[config.mk]
export PLATFORM = sky130hd
export DESIGN_NAME = refclk_failover
export DESIGN_NICKNAME = d
export VERILOG_FILES = /design/src/rtl/rfo_pkg.sv /design/src/rtl/rfo_sync.sv /design/src/rtl/rfo_window.sv /design/src/rtl/rfo_ref_mon.sv /design/src/rtl/rfo_select.sv /design/src/rtl/refclk_failover.sv
export SDC_FILE = /design/constraint.sdc
export NUM_CORES = 1
export LEC_CHECK = 0
export ABC_CLOCK_PERIOD_IN_PS = 3690
export BUFFER_PORTS_ARGS = -buffer_cell sky130_fd_sc_hd__buf_2
export CAP_MARGIN = 25
export CORE_UTILIZATION = 53
export DETAILED_ROUTE_END_ITERATION = 8
export PLACE_DENSITY_LB_ADDON = 0.08
export REMOVE_ABC_BUFFERS = 1
export SKIP_CTS_REPAIR_TIMING = 1
export SLEW_MARGIN = 20
export SYNTH_ARGS = -nofsm -noshare
export SYNTH_HDL_FRONTEND = slang
export SYNTH_HIERARCHICAL = 1
export SYNTH_SLANG_ARGS = --single-unit
[constraint.sdc]
create_clock -name fb_clk -period 3.69 [get_ports fb_clk]
set_input_delay 0.5535 -clock fb_clk [delete_from_list [all_inputs] [get_ports fb_clk]]
set_output_delay 0.5535 -clock fb_clk [all_outputs]
set_load 0.01 [all_outputs]
[src/rtl/rfo_pkg.sv]
package rfo_pkg;
  // True when an edge total lies inside the accepted band.
  function automatic bit edge_count_ok(input int total, input int exp_e, input int tol);
    return (total >= exp_e - tol) && (total <= exp_e + tol);
  endfunction
endpackage

[src/rtl/rfo_sync.sv]
module rfo_sync #(
  parameter int unsigned    W       = 1,
  parameter logic [W-1:0]   RST_VAL = '0
) (
  input  logic         clk,
  input  logic         rst_n,
  input  logic [W-1:0] d,
  output logic [W-1:0] q
);
  logic [W-1:0] stage1;
  always_ff @(posedge clk or negedge rst_n) begin
    if (!rst_n) begin
      stage1 <= RST_VAL;
      q      <= RST_VAL;
    end else begin
      stage1 <= d;
      q      <= stage1;
    end
  end
endmodule

[src/rtl/rfo_window.sv]
module rfo_window #(
  parameter int unsigned WIN_CYCLES = 16
) (
  input  logic clk,
  input  logic rst_n,
  output logic win_end
);
  localparam int unsigned WW = (WIN_CYCLES > 1) ? $clog2(WIN_CYCLES) : 1;
  logic [WW-1:0] cnt;
  assign win_end = (cnt == WW'(WIN_CYCLES - 1));
  always_ff @(posedge clk or negedge rst_n) begin
    if (!rst_n)       cnt <= '0;
    else if (win_end) cnt <= '0;
    else              cnt <= cnt + 1'b1;
  end
endmodule

[src/rtl/rfo_ref_mon.sv]
module rfo_ref_mon
  import rfo_pkg::*;
#(
  parameter int unsigned WIN_CYCLES = 16,
  parameter int unsigned EXP_EDGES  = 4,
  parameter int unsigned TOL_EDGES  = 2
) (
  input  logic clk,
  input  logic rst_n,
  input  logic ref_in,
  input  logic win_end,
  input  logic clear,
  output logic bad
);
  localparam int unsigned CW = $clog2(WIN_CYCLES + 1);

  logic          ref_s, ref_prev, rise;
  logic [CW-1:0] edge_cnt;
  logic          window_ok;

  rfo_sync #(.W(1), .RST_VAL(1'b0)) u_sync (
    .clk(clk), .rst_n(rst_n), .d(ref_in), .q(ref_s)
  );

  assign rise      = ref_s & ~ref_prev;
  assign window_ok = edge_count_ok(int'(edge_cnt) + int'(rise),
                                   int'(EXP_EDGES), int'(TOL_EDGES));

  always_ff @(posedge clk or negedge rst_n) begin
    if (!rst_n) begin
      ref_prev <= 1'b0;
      edge_cnt <= '0;
      bad      <= 1'b0;
    end else begin
      ref_prev <= ref_s;
      edge_cnt <= win_end ? '0 : edge_cnt + {{(CW-1){1'b0}}, rise};
      if (clear)                     bad <= 1'b0;
      else if (win_end && !window_ok) bad <= 1'b1;
    end
  end
endmodule

[src/rtl/rfo_select.sv]
module rfo_select (
  input  logic clk,
  input  logic rst_n,
  input  logic alarm_pulse,
  input  logic override_s,
  input  logic user_sel_s,
  input  logic bad0,
  input  logic bad1,
  output logic sel
);
  logic cur_bad, other_bad;
  assign cur_bad   = sel ? bad1 : bad0;
  assign other_bad = sel ? bad0 : bad1;

  always_ff @(posedge clk or negedge rst_n) begin
    if (!rst_n)                       sel <= 1'b0;
    else if (alarm_pulse || override_s) sel <= user_sel_s;
    else if (cur_bad && !other_bad)   sel <= ~sel;
  end
endmodule

[src/rtl/refclk_failover.sv]
module refclk_failover #(
  parameter int unsigned WIN_CYCLES = 16,
  parameter int unsigned EXP_EDGES  = 4,
  parameter int unsigned TOL_EDGES  = 2
) (
  input  logic fb_clk,
  input  logic rst_n,
  input  logic ref0_in,
  input  logic ref1_in,
  input  logic alarm_clr_n,
  input  logic user_sel,
  input  logic override,
  input  logic bypass_en,
  output logic ref0_bad,
  output logic ref1_bad,
  output logic sel_ref,
  output logic bypass_mode
);
  logic [3:0] ctrl_s;
  logic       alarm_s, alarm_prev, alarm_pulse;
  logic       user_sel_s, override_s, win_end;
  logic [1:0] ref_v, bad_v;

  rfo_sync #(.W(4), .RST_VAL(4'b1000)) u_ctrl_sync (
    .clk(fb_clk), .rst_n(rst_n),
    .d({alarm_clr_n, user_sel, override, bypass_en}), .q(ctrl_s)
  );
  assign alarm_s     = ctrl_s[3];
  assign user_sel_s  = ctrl_s[2];
  assign override_s  = ctrl_s[1];
  assign bypass_mode = ctrl_s[0];

  // Falling-edge one-shot of the synchronized alarm clear.
  always_ff @(posedge fb_clk or negedge rst_n) begin
    if (!rst_n) alarm_prev <= 1'b1;
    else        alarm_prev <= alarm_s;
  end
  assign alarm_pulse = alarm_prev & ~alarm_s;

  rfo_window #(.WIN_CYCLES(WIN_CYCLES)) u_window (
    .clk(fb_clk), .rst_n(rst_n), .win_end(win_end)
  );

  assign ref_v = {ref1_in, ref0_in};
  for (genvar gi = 0; gi < 2; gi++) begin : g_mon
    rfo_ref_mon #(
      .WIN_CYCLES(WIN_CYCLES), .EXP_EDGES(EXP_EDGES), .TOL_EDGES(TOL_EDGES)
    ) u_mon (
      .clk(fb_clk), .rst_n(rst_n), .ref_in(ref_v[gi]),
      .win_end(win_end), .clear(alarm_pulse), .bad(bad_v[gi])
    );
  end
  assign ref0_bad = bad_v[0];
  assign ref1_bad = bad_v[1];

  rfo_select u_select (
    .clk(fb_clk), .rst_n(rst_n), .alarm_pulse(alarm_pulse),
    .override_s(override_s), .user_sel_s(user_sel_s),
    .bad0(bad_v[0]), .bad1(bad_v[1]), .sel(sel_ref)
  );
endmodule

==> summary.md, run 1 <==
| Metric | Value |
|---|---|
| Total CTS buffers | `5` |
| Clk slew on worst S/H paths | `100 ps` |
| Status | `finished, final reports clean` |
| H-Tree Depth | `2` |
| CP startpoint kind | `flip-flop` |
| Wire length per cell | `12.4 um` |
| Initial core utilization | `0.559` |
| CORE AREA | `2210 sq um` |
| Worst EP arrival | `2030 ps` |
| Synth top cells by count | `dfrtp_1, nor2_1, nor2b_1` |
| Std cell rows | `17` |
| RSZ-0062 raised after global routing | `false` |
| Sequential share of the synthesized area | `0.650` |
| Vias in the first global route | `662` |
| Pre-CTS WS | `1880 ps` |
| Final worst-path cycle share | `0.492` |
| Area share of the largest cell type after synthesis | `0.586` |
| Layout Skew | `11.3 ps` |
| CP endpoint kind | `flip-flop` |
| Final worst slack | `1880 ps` |
| Max-slew violation count | `0` |
| Max-slew headroom at the worst pin | `0.548` |
| Vias | `approximately 740` |
| Total gr overflow | `0` |
| Fillers | `194` |
| Port bufs | `11` |
| Ys flop type | `dfrtp_1` |
| Mapped Cells | `96` |
| Setup TNS | `0 ps` |
| Clock buffer depth | `2` |
| Ys Warns | `6` |
| Power Density | `462 nW/um^2` |
| Cell Area, Synth | `roughly 1200 sq um` |
| Routed Antenna Nets | `0` |
| Global placer's final weighted congestion | `0.822` |
| Post-detailed-routing wire length | `1.77 mm` |
| Die height | `50.3 um` |
| Largest net degree at the start of global routing | `33` |
| All-Layer GR Usage | `0.169` |
| Most common cell in the netlist | `dfrtp_1` |
| Setup CP Type | `reg2reg` |
| Final Setup Violations | `0` |
| Initial DRC Count | `3` |
| First-pass GRT wire length | `2.91 mm` |
| Worst-Skew Late Latency | `330 ps` |
| Area Growth Syn to Fin | `12.2%` |
| Final hold vios | `0` |
| Die area | `2530 sq um` |
| DIE WIDTH | `50.3 um` |
| Max Freq | `551 MHz` |
| Fin crit period | `between 1500 and 2000 ps` |
| Synth top area cells | `dfrtp_1, dfstp_2, ha_1` |
| Layout cell share with drive strength beyond 1 | `0.235` |
| Asr flop ratio synth | `1.00` |
| Nets | `127` |
| Hold WC Path Type | `in2async` |
| EDFF count, synth | `0` |
| Initial antenna violation count | `0` |
| Worst R2R Setup Slack | `1880 ps` |
| Yosys cell types | `22` |
| Avg Cell Area, Syn | `12.9 sq um` |
| CTS tree | `done` |
| DRC Markers | `0` |
| Critical path data required time | `3910 ps` |
| Post-DP HPWL | `1.18 mm` |
| Via density per instance | `a little over 5` |
| Root Buffer | `clkbuf_4` |
| Max cap viols | `0` |
| TritonCTS Sinks | `32` |
| Worst VDD drop | `just over 0.0003 V` |
| I/O pin cnt | `12` |
| Crit-path max FO | `4` |
| Synthesized flop and latch total | `32` |
| Slew @ Worst Pin | `677 ps` |
| Lkg Pwr | `0.666 nW` |
| Router iterations before antenna repair | `4` |
| Biggest area consumer among synthesized cells | `dfrtp_1` |
| Ant diodes | `0` |
[registers in the layout, summed over array words and instances (netlist names)]
name                       count
g_mon.u_mon/bad                2
u_select/sel                   1
alarm_prev                     1
g_mon.u_mon/edge_cnt          10
g_mon.u_mon/ref_prev           2
u_ctrl_sync/stage1             4
u_window/cnt                   4
u_ctrl_sync/q                  4
g_mon.u_mon/u_sync/stage1      2
g_mon.u_mon/u_sync/q           2
[final timing paths]
| path | cells after the start | start | endpoint |
|---|---|---|---|
| worst min register to register | 0 | g_mon[1].u_mon/u_sync/stage1$_DFF_PN0_ | g_mon[1].u_mon/u_sync/q$_DFF_PN0_ |
| worst max-delay path | 6 | g_mon[0].u_mon/u_sync/q$_DFF_PN0_ | g_mon[0].u_mon/bad$_DFFE_PN0P_ |
| worst max register to register | 6 | g_mon[0].u_mon/u_sync/q$_DFF_PN0_ | g_mon[0].u_mon/bad$_DFFE_PN0P_ |
| max in group asynchronous | 1 | rst_n | g_mon[0].u_mon/u_sync/q$_DFF_PN0_ |
| worst min-delay path | 1 | rst_n | g_mon[1].u_mon/edge_cnt[3]$_DFF_PN0_ |
| min in group fb_clk | 1 | alarm_clr_n | u_ctrl_sync/stage1[3]$_DFF_PN1_ |
[stage by stage]
step | hold slack (ps) | power, mW | utilization | std cells | cell area (sq um)
2_1_floorplan | 258 | 0.419 | - | 96 | 1240
3_3_place_gp | 333 | 0.444 | 0.600 | 135 | 1330
3_5_place_dp | 335 | 0.445 | 0.600 | 135 | 1330
4_1_cts | 251 | 0.654 | 0.628 | 143 | 1390
5_1_grt | 282 | 0.677 | 0.628 | 143 | 1390
6_report | 247 | 0.641 | 0.628 | 143 | 1390
[cells by family (layout without fill, tap and decap cells)]
group | Yosys count | count (layout) | share of synthesized area
compound gates | 13 | 13 | 0.0768
flops | 32 | 32 | 0.650
xor+xnor | 9 | 9 | 0.0637
buf+inv | 2 | 21 | 0.00607
fa+ha+maj | 5 | 5 | 0.0506
simple gates | 35 | 35 | 0.153
[area by class of cell]
| type | instances | area, sq um | area share |
|---|---|---|---|
| flip-flops and latches | 32 | 805 | 0.579 |
| multi-input cells | 62 | 425 | 0.306 |
| repair buffers | 11 | 55.1 | 0.0396 |
| clock buffers | 6 | 51.3 | 0.0369 |
| well taps | 28 | 35.0 | 0.0252 |
| clock inverters | 2 | 10.0 | 0.00721 |
| inverters | 2 | 7.51 | 0.00541 |
[worst max-delay path, stage by stage (launching register included)]
cell and delay (ps):
dfrtp_1 380, nor2b_1 130, ha_1 210, ha_1 250
xnor2_1 270, o22ai_1 110, o41a_1 360
[metal layers]
metal / part of all wire / vias to the layer above / global-route usage
met3: 0.056 / 6 / 0.100
met5: 0 / - / 0
met4: 0.029 / 0 / 0.0972
met1: 0.50 / 352 / 0.214
li1: - / 366 / -
met2: 0.41 / 18 / 0.222
[power by group]
group / total (mW) / internal, mW / switching (mW)
Sequential: 0.384 / 0.371 / 0.0124
Combinational: 0.0530 / 0.0241 / 0.0289
Clock: 0.205 / 0.0905 / 0.114
[cells in the final DEF (no fill, tap or decap), drive strengths merged, types with 2 or more instances in the layout]
cell	Yosys	layout
a311oi	2	2
a31oi	2	2
and3	3	3
buf	0	11
clkbuf	0	6
clkinv	0	2
dfrtp	29	29
dfstp	3	3
ha	5	5
inv	2	2
nand2	5	5
nand3	4	4
nor2	12	12
nor2b	9	9
o21ai	3	3
o22ai	2	2
o41a	2	2
xnor2	6	6
xor2	3	3
(Power assumes the default switching activity.)
==> run 2, diff against run 1 <==
--- a/config.mk
+++ b/config.mk
@@ -5,7 +5,7 @@
 export SDC_FILE = /design/constraint.sdc
 export NUM_CORES = 1
 export LEC_CHECK = 0
-export ABC_CLOCK_PERIOD_IN_PS = 3690
+export ABC_CLOCK_PERIOD_IN_PS = 1750
 export BUFFER_PORTS_ARGS = -buffer_cell sky130_fd_sc_hd__buf_2
 export CAP_MARGIN = 25
 export CORE_UTILIZATION = 53
==> constraint.sdc (replaced) <==
create_clock -name fb_clk -period 1.75 [get_ports fb_clk]
set_input_delay 0.2625 -clock fb_clk [delete_from_list [all_inputs] [get_ports fb_clk]]
set_output_delay 0.2625 -clock fb_clk [all_outputs]
set_load 0.01 [all_outputs]
==> summary.md, run 2 (synthesis gave the netlist of run 1 again) <==
| Metric | Value |
|---|---|
| Fillers | `170` |
| Status | `finished with violations` |
| Failing checks | `negative hold slack` |
| Final worst-path cycle share | `0.960` |
| Via density per instance | `5.28` |
| Port bufs | `11` |
| CTS tree | `done` |
| Nets | `131` |
| Vias | `776` |
| Hold WC Path Type | `in2async` |
| CP startpoint kind | `flip-flop` |
| Hold slack | `-47.6 ps` |
| Initial antenna violation count | `0` |
| Die height | `50.3 um` |
| Largest Register | `g_mon.u_mon/edge_cnt` |
| CORE AREA | `2210 sq um` |
| Worst VDD drop | `0.000763 V` |
| Final hold vios | `29` |
| Post-DP HPWL | `1.25 mm` |
| Max reg flops | `10` |
| I/O pin cnt | `12` |
| Lkg Pwr | `around 0.69 nW` |
| Clk slew on worst S/H paths | `100 ps` |
| Initial core utilization | `0.559` |
| Vias in the first global route | `775` |
| Power Density | `1030 nW/um^2` |
| Layout Utilization | `0.683` |
| FF-to-FF End | `g_mon[0].u_mon/bad$_DFFE_PN0P_` |
| Fin crit period | `1680 ps` |
| Final Setup Violations | `0` |
| Worst-Skew Late Latency | `330 ps` |
| Max Freq | `approximately 600 MHz` |
| H-Tree Depth | `2` |
| Crit-path max FO | `2` |
| FF-to-FF Start | `g_mon[0].u_mon/u_sync/q$_DFF_PN0_` |
| Worst EP arrival | `approximately 1900 ps` |
| Ant diodes | `0` |
| CP endpoint kind | `flip-flop` |
| Layout Skew | `11.0 ps` |
| Initial DRC Count | `13` |
| DIE WIDTH | `50.3 um` |
| Wire length per cell | `between 10 and 15 um` |
| Max cap viols | `0` |
| All-Layer GR Usage | `0.182` |
| TritonCTS Sinks | `32` |
| Die area | `~2500 sq um` |
| Area Growth Syn to Fin | `22.1%` |
| R2R cell count | `7` |
| Router iterations before antenna repair | `4` |
| Max-slew violation count | `0` |
| CP Capture Point | `g_mon[0].u_mon/bad$_DFFE_PN0P_` |
| Slew @ Worst Pin | `673 ps` |
| Commonest non-fill, non-tap cells in the layout | `dfrtp_1, nor2_1, buf_2` |
| Routed Antenna Nets | `0` |
| Layout cell share with drive strength beyond 1 | `0.311` |
| Max-slew headroom at the worst pin | `0.551` |
| Total CTS buffers | `5` |
| Global placer's final weighted congestion | `~0.75` |
| DRC Markers | `0` |
| Root Buffer | `clkbuf_4` |
| Post-detailed-routing wire length | `just under 2 mm` |
| Setup CP Type | `reg2reg` |
| Clock buffer depth | `2` |
| Total gr overflow | `0` |
| Largest net degree at the start of global routing | `33` |
| Launch point of the worst path | `g_mon[0].u_mon/u_sync/q$_DFF_PN0_` |
| Worst R2R Setup Slack | `~70 ps` |
| Overall power | `1.56 mW` |
| First-pass GRT wire length | `3.20 mm` |
| Most common cell after layout, fill and taps aside | `dfrtp_1` |
| Std cell rows | `17` |
| Critical path data required time | `just under 2000 ps` |
run 2: per-layer routing:
metal  up-vias  wire length [um]  track usage
met4         0                43       0.0972
li1        380                 -            -
met3         5                86       0.0818
met2        18               948        0.293
met5         -                 0            0
met1       373               870        0.202
run 2: worst max-delay path: stages (launching register included):
cell and delay, ps:
dfrtp_1 380, nor2b_1 130, ha_2 190, ha_4 170, buf_4 140, xnor2_2 120
a31oi_2 120, o41a_1 330
run 2: per-stage QoR:
step | area (sq um) | setup TNS (ps) | setup slack (ps) | std cells
after floorplan | 1240 | 0 | 62.7 | 96
after global placement | 1350 | 0 | 4.79 | 138
after detailed placement | 1350 | -7.72 | -7.72 | 138
after CTS | 1450 | -45.2 | -45.2 | 146
final | 1510 | 0 | 70.0 | 147
after global routing | 1510 | -8.74 | -8.74 | 147
run 2: cell type report:
class                   count  area, sq um  area share
clock buffers               7         65.1      0.0430
multi-input cells          62          482       0.319
well taps                  28         35.0      0.0232
flip-flops and latches     32          805       0.532
inverters                   2         7.51     0.00497
repair buffers             15         87.6      0.0579
clock inverters             1         30.0      0.0199
run 2: where the power goes:
group          leakage [nW]  internal [mW]  switching [mW]
sequential            0.399          0.783          0.0281
combinational         0.245         0.0550          0.0646
clock                0.0515          0.379           0.248
total                 0.695           1.22           0.341
run 2: worst min path at each step:
stage / from / endpoint / slack, ps / depth (start not counted)
after floorplan: rst_n / g_mon[0].u_mon/bad$_DFFE_PN0P_ / -30 / 0
after global placement: g_mon[0].u_mon/u_sync/stage1$_DFF_PN0_ / g_mon[0].u_mon/u_sync/q$_DFF_PN0_ / 330 / 0
after detailed placement: u_ctrl_sync/stage1[1]$_DFF_PN0_ / u_ctrl_sync/q[1]$_DFF_PN0_ / 330 / 0
after CTS: rst_n / g_mon[1].u_mon/edge_cnt[3]$_DFF_PN0_ / -30 / 1
after global routing: rst_n / g_mon[1].u_mon/edge_cnt[3]$_DFF_PN0_ / -10 / 1
final: rst_n / g_mon[1].u_mon/edge_cnt[3]$_DFF_PN0_ / -50 / 1
==> run 3, diff against run 2 <==
--- a/config.mk
+++ b/config.mk
@@ -10,6 +10,7 @@
 export CAP_MARGIN = 25
 export CORE_UTILIZATION = 53
 export DETAILED_ROUTE_END_ITERATION = 8
+export GPL_TIMING_DRIVEN = 0
 export PLACE_DENSITY_LB_ADDON = 0.08
 export REMOVE_ABC_BUFFERS = 1
 export SKIP_CTS_REPAIR_TIMING = 1
==> summary.md, run 3 (synthesis gave the netlist of run 1 again) <==
| Metric | Value |
|---|---|
| Initial DRC Count | `9` |
| Router iterations before antenna repair | `4` |
| H-Tree Depth | `2` |
| Hold slack | `-29.3 ps` |
| Largest net degree at the start of global routing | `33` |
| Std cell rows | `17` |
| DRC Markers | `0` |
| Post-detailed-routing wire length | `1.96 mm` |
| Power Density | `940 nW/um^2` |
| Sw frac | `0.227` |
| Routed Antenna Nets | `0` |
| Die height | `50.3 um` |
| Via density per instance | `~5.4` |
| P_sw | `between 0.3 and 0.4 mW` |
| Slew @ Worst Pin | `673 ps` |
| DIE WIDTH | `roughly 50 um` |
| Max reg flops | `10` |
| CORE AREA | `between 2000 and 2500 sq um` |
| CP startpoint kind | `flip-flop` |
| All-Layer GR Usage | `0.175` |
| CTS tree | `done` |
| TritonCTS Sinks | `32` |
| Layout Skew | `10.1 ps` |
| Fillers | `169` |
| Commonest non-fill, non-tap cells in the layout | `dfrtp_1, nor2_1, buf_2` |
| Combinational Power Share | `0.084` |
| Most common cell after layout, fill and taps aside | `dfrtp_1` |
| Area Growth Syn to Fin | `19.3%` |
| Max cap viols | `0` |
| Max Freq | `592 MHz` |
| Worst VDD drop | `0.000688 V` |
| Nets | `128` |
| Post-DP HPWL | `1.15 mm` |
| Clk slew on worst S/H paths | `approximately 90 ps` |
| Wire length per cell | `13.6 um` |
| First-pass GRT wire length | `roughly 3.1 mm` |
| Ant diodes | `0` |
| Worst R2R Setup Slack | `60 ps` |
| Final hold vios | `29` |
| Setup CP Type | `reg2reg` |
| Critical path data required time | `1950 ps` |
| Total internal power | `1.07 mW` |
| Register Area | `805 sq um` |
| Largest Register | `g_mon.u_mon/edge_cnt` |
| Root Buffer | `clkbuf_4` |
| Lkg Pwr | `0.670 nW` |
| Total CTS buffers | `5` |
| Clk pwr share | `0.331` |
| Fin crit period | `~1700 ps` |
| Final worst-path cycle share | `0.965` |
| Layout cell share with drive strength beyond 1 | `0.310` |
| Worst EP arrival | `approximately 1900 ps` |
| Worst-Skew Late Latency | `roughly 320 ps` |
| Crit-path max FO | `4` |
| Global placer's final weighted congestion | `between 0.7 and 0.8` |
| Status | `finished with violations` |
| CP endpoint kind | `flip-flop` |
| Final Setup Violations | `0` |
| Initial core utilization | `0.559` |
| Clock buffer depth | `2` |
| Inst Count DP | `between 100 and 150` |
| Failing checks | `negative hold slack` |
| Vias in the first global route | `730` |
| Vias | `774` |
| Max-slew violation count | `0` |
| Total gr overflow | `0` |
| Multi-input logic area | `498 sq um` |
| Layout Utilization | `0.667` |
| Final worst slack | `62.0 ps` |
| Pre-CTS WS | `-63.2 ps` |
| Hold WC Path Type | `in2async` |
| Initial antenna violation count | `0` |
| I/O pin cnt | `12` |
| Port bufs | `11` |
| Max-slew headroom at the worst pin | `0.551` |
| Final cell count without fillers | `around 140` |
| Reg power frac | `0.584` |
| Die area | `2530 sq um` |
## run 3: routing by layer
layer / global-route usage / routed length (um) / vias up
met2: 0.258 / 949 / 20
met1: 0.219 / 873 / 380
met3: 0.0818 / 101 / 4
met4: 0.0833 / 34 / 0
li1: - / - / 370
met5: 0 / 0 / -
## run 3: final timing paths
kind | startpoint | to | cells after the start
worst max-delay path | g_mon[0].u_mon/u_sync/q$_DFF_PN0_ | g_mon[0].u_mon/bad$_DFFE_PN0P_ | 6
worst min-delay path | rst_n | u_ctrl_sync/q[2]$_DFF_PN0_ | 1
worst max register to register | g_mon[0].u_mon/u_sync/q$_DFF_PN0_ | g_mon[0].u_mon/bad$_DFFE_PN0P_ | 6
worst min register to register | g_mon[1].u_mon/u_sync/stage1$_DFF_PN0_ | g_mon[1].u_mon/u_sync/q$_DFF_PN0_ | 0
max in group asynchronous | rst_n | u_ctrl_sync/stage1[1]$_DFF_PN0_ | 1
min in group fb_clk | ref0_in | g_mon[0].u_mon/u_sync/stage1$_DFF_PN0_ | 1
## run 3: cell type report
cell class	count	share of cell area
multi-input cells	62	0.337
clock buffers	8	0.0466
repair buffers	12	0.0424
inverters	2	0.00508
well taps	28	0.0237
flip-flops and latches	32	0.545
## run 3: power by group through the flow
stage / combinational, mW / clock [mW] / sequential, mW
6_report: 0.117 / 0.460 / 0.811
5_1_grt: 0.135 / 0.510 / 0.816
4_1_cts: 0.115 / 0.485 / 0.810
3_5_place_dp: 0.114 / 0 / 0.825
3_3_place_gp: 0.112 / 0 / 0.823
2_1_floorplan: 0.0502 / 0 / 0.833
## run 3: through the flow
step	setup TNS, ps	power, mW	area, sq um
6_report	0	1.39	1480
5_1_grt	-5.21	1.46	1480
4_1_cts	-188	1.41	1400
3_5_place_dp	-109	0.939	1330
3_3_place_gp	-90.1	0.935	1330
2_1_floorplan	0	0.883	1240
## run 3: worst max-delay path, cell delays in order (launching register included)
cell and delay, ps:
dfrtp_1 380, nor2b_1 130, ha_2 200, ha_4 180, xnor2_2 150, nor2b_1 140
o41a_1 390
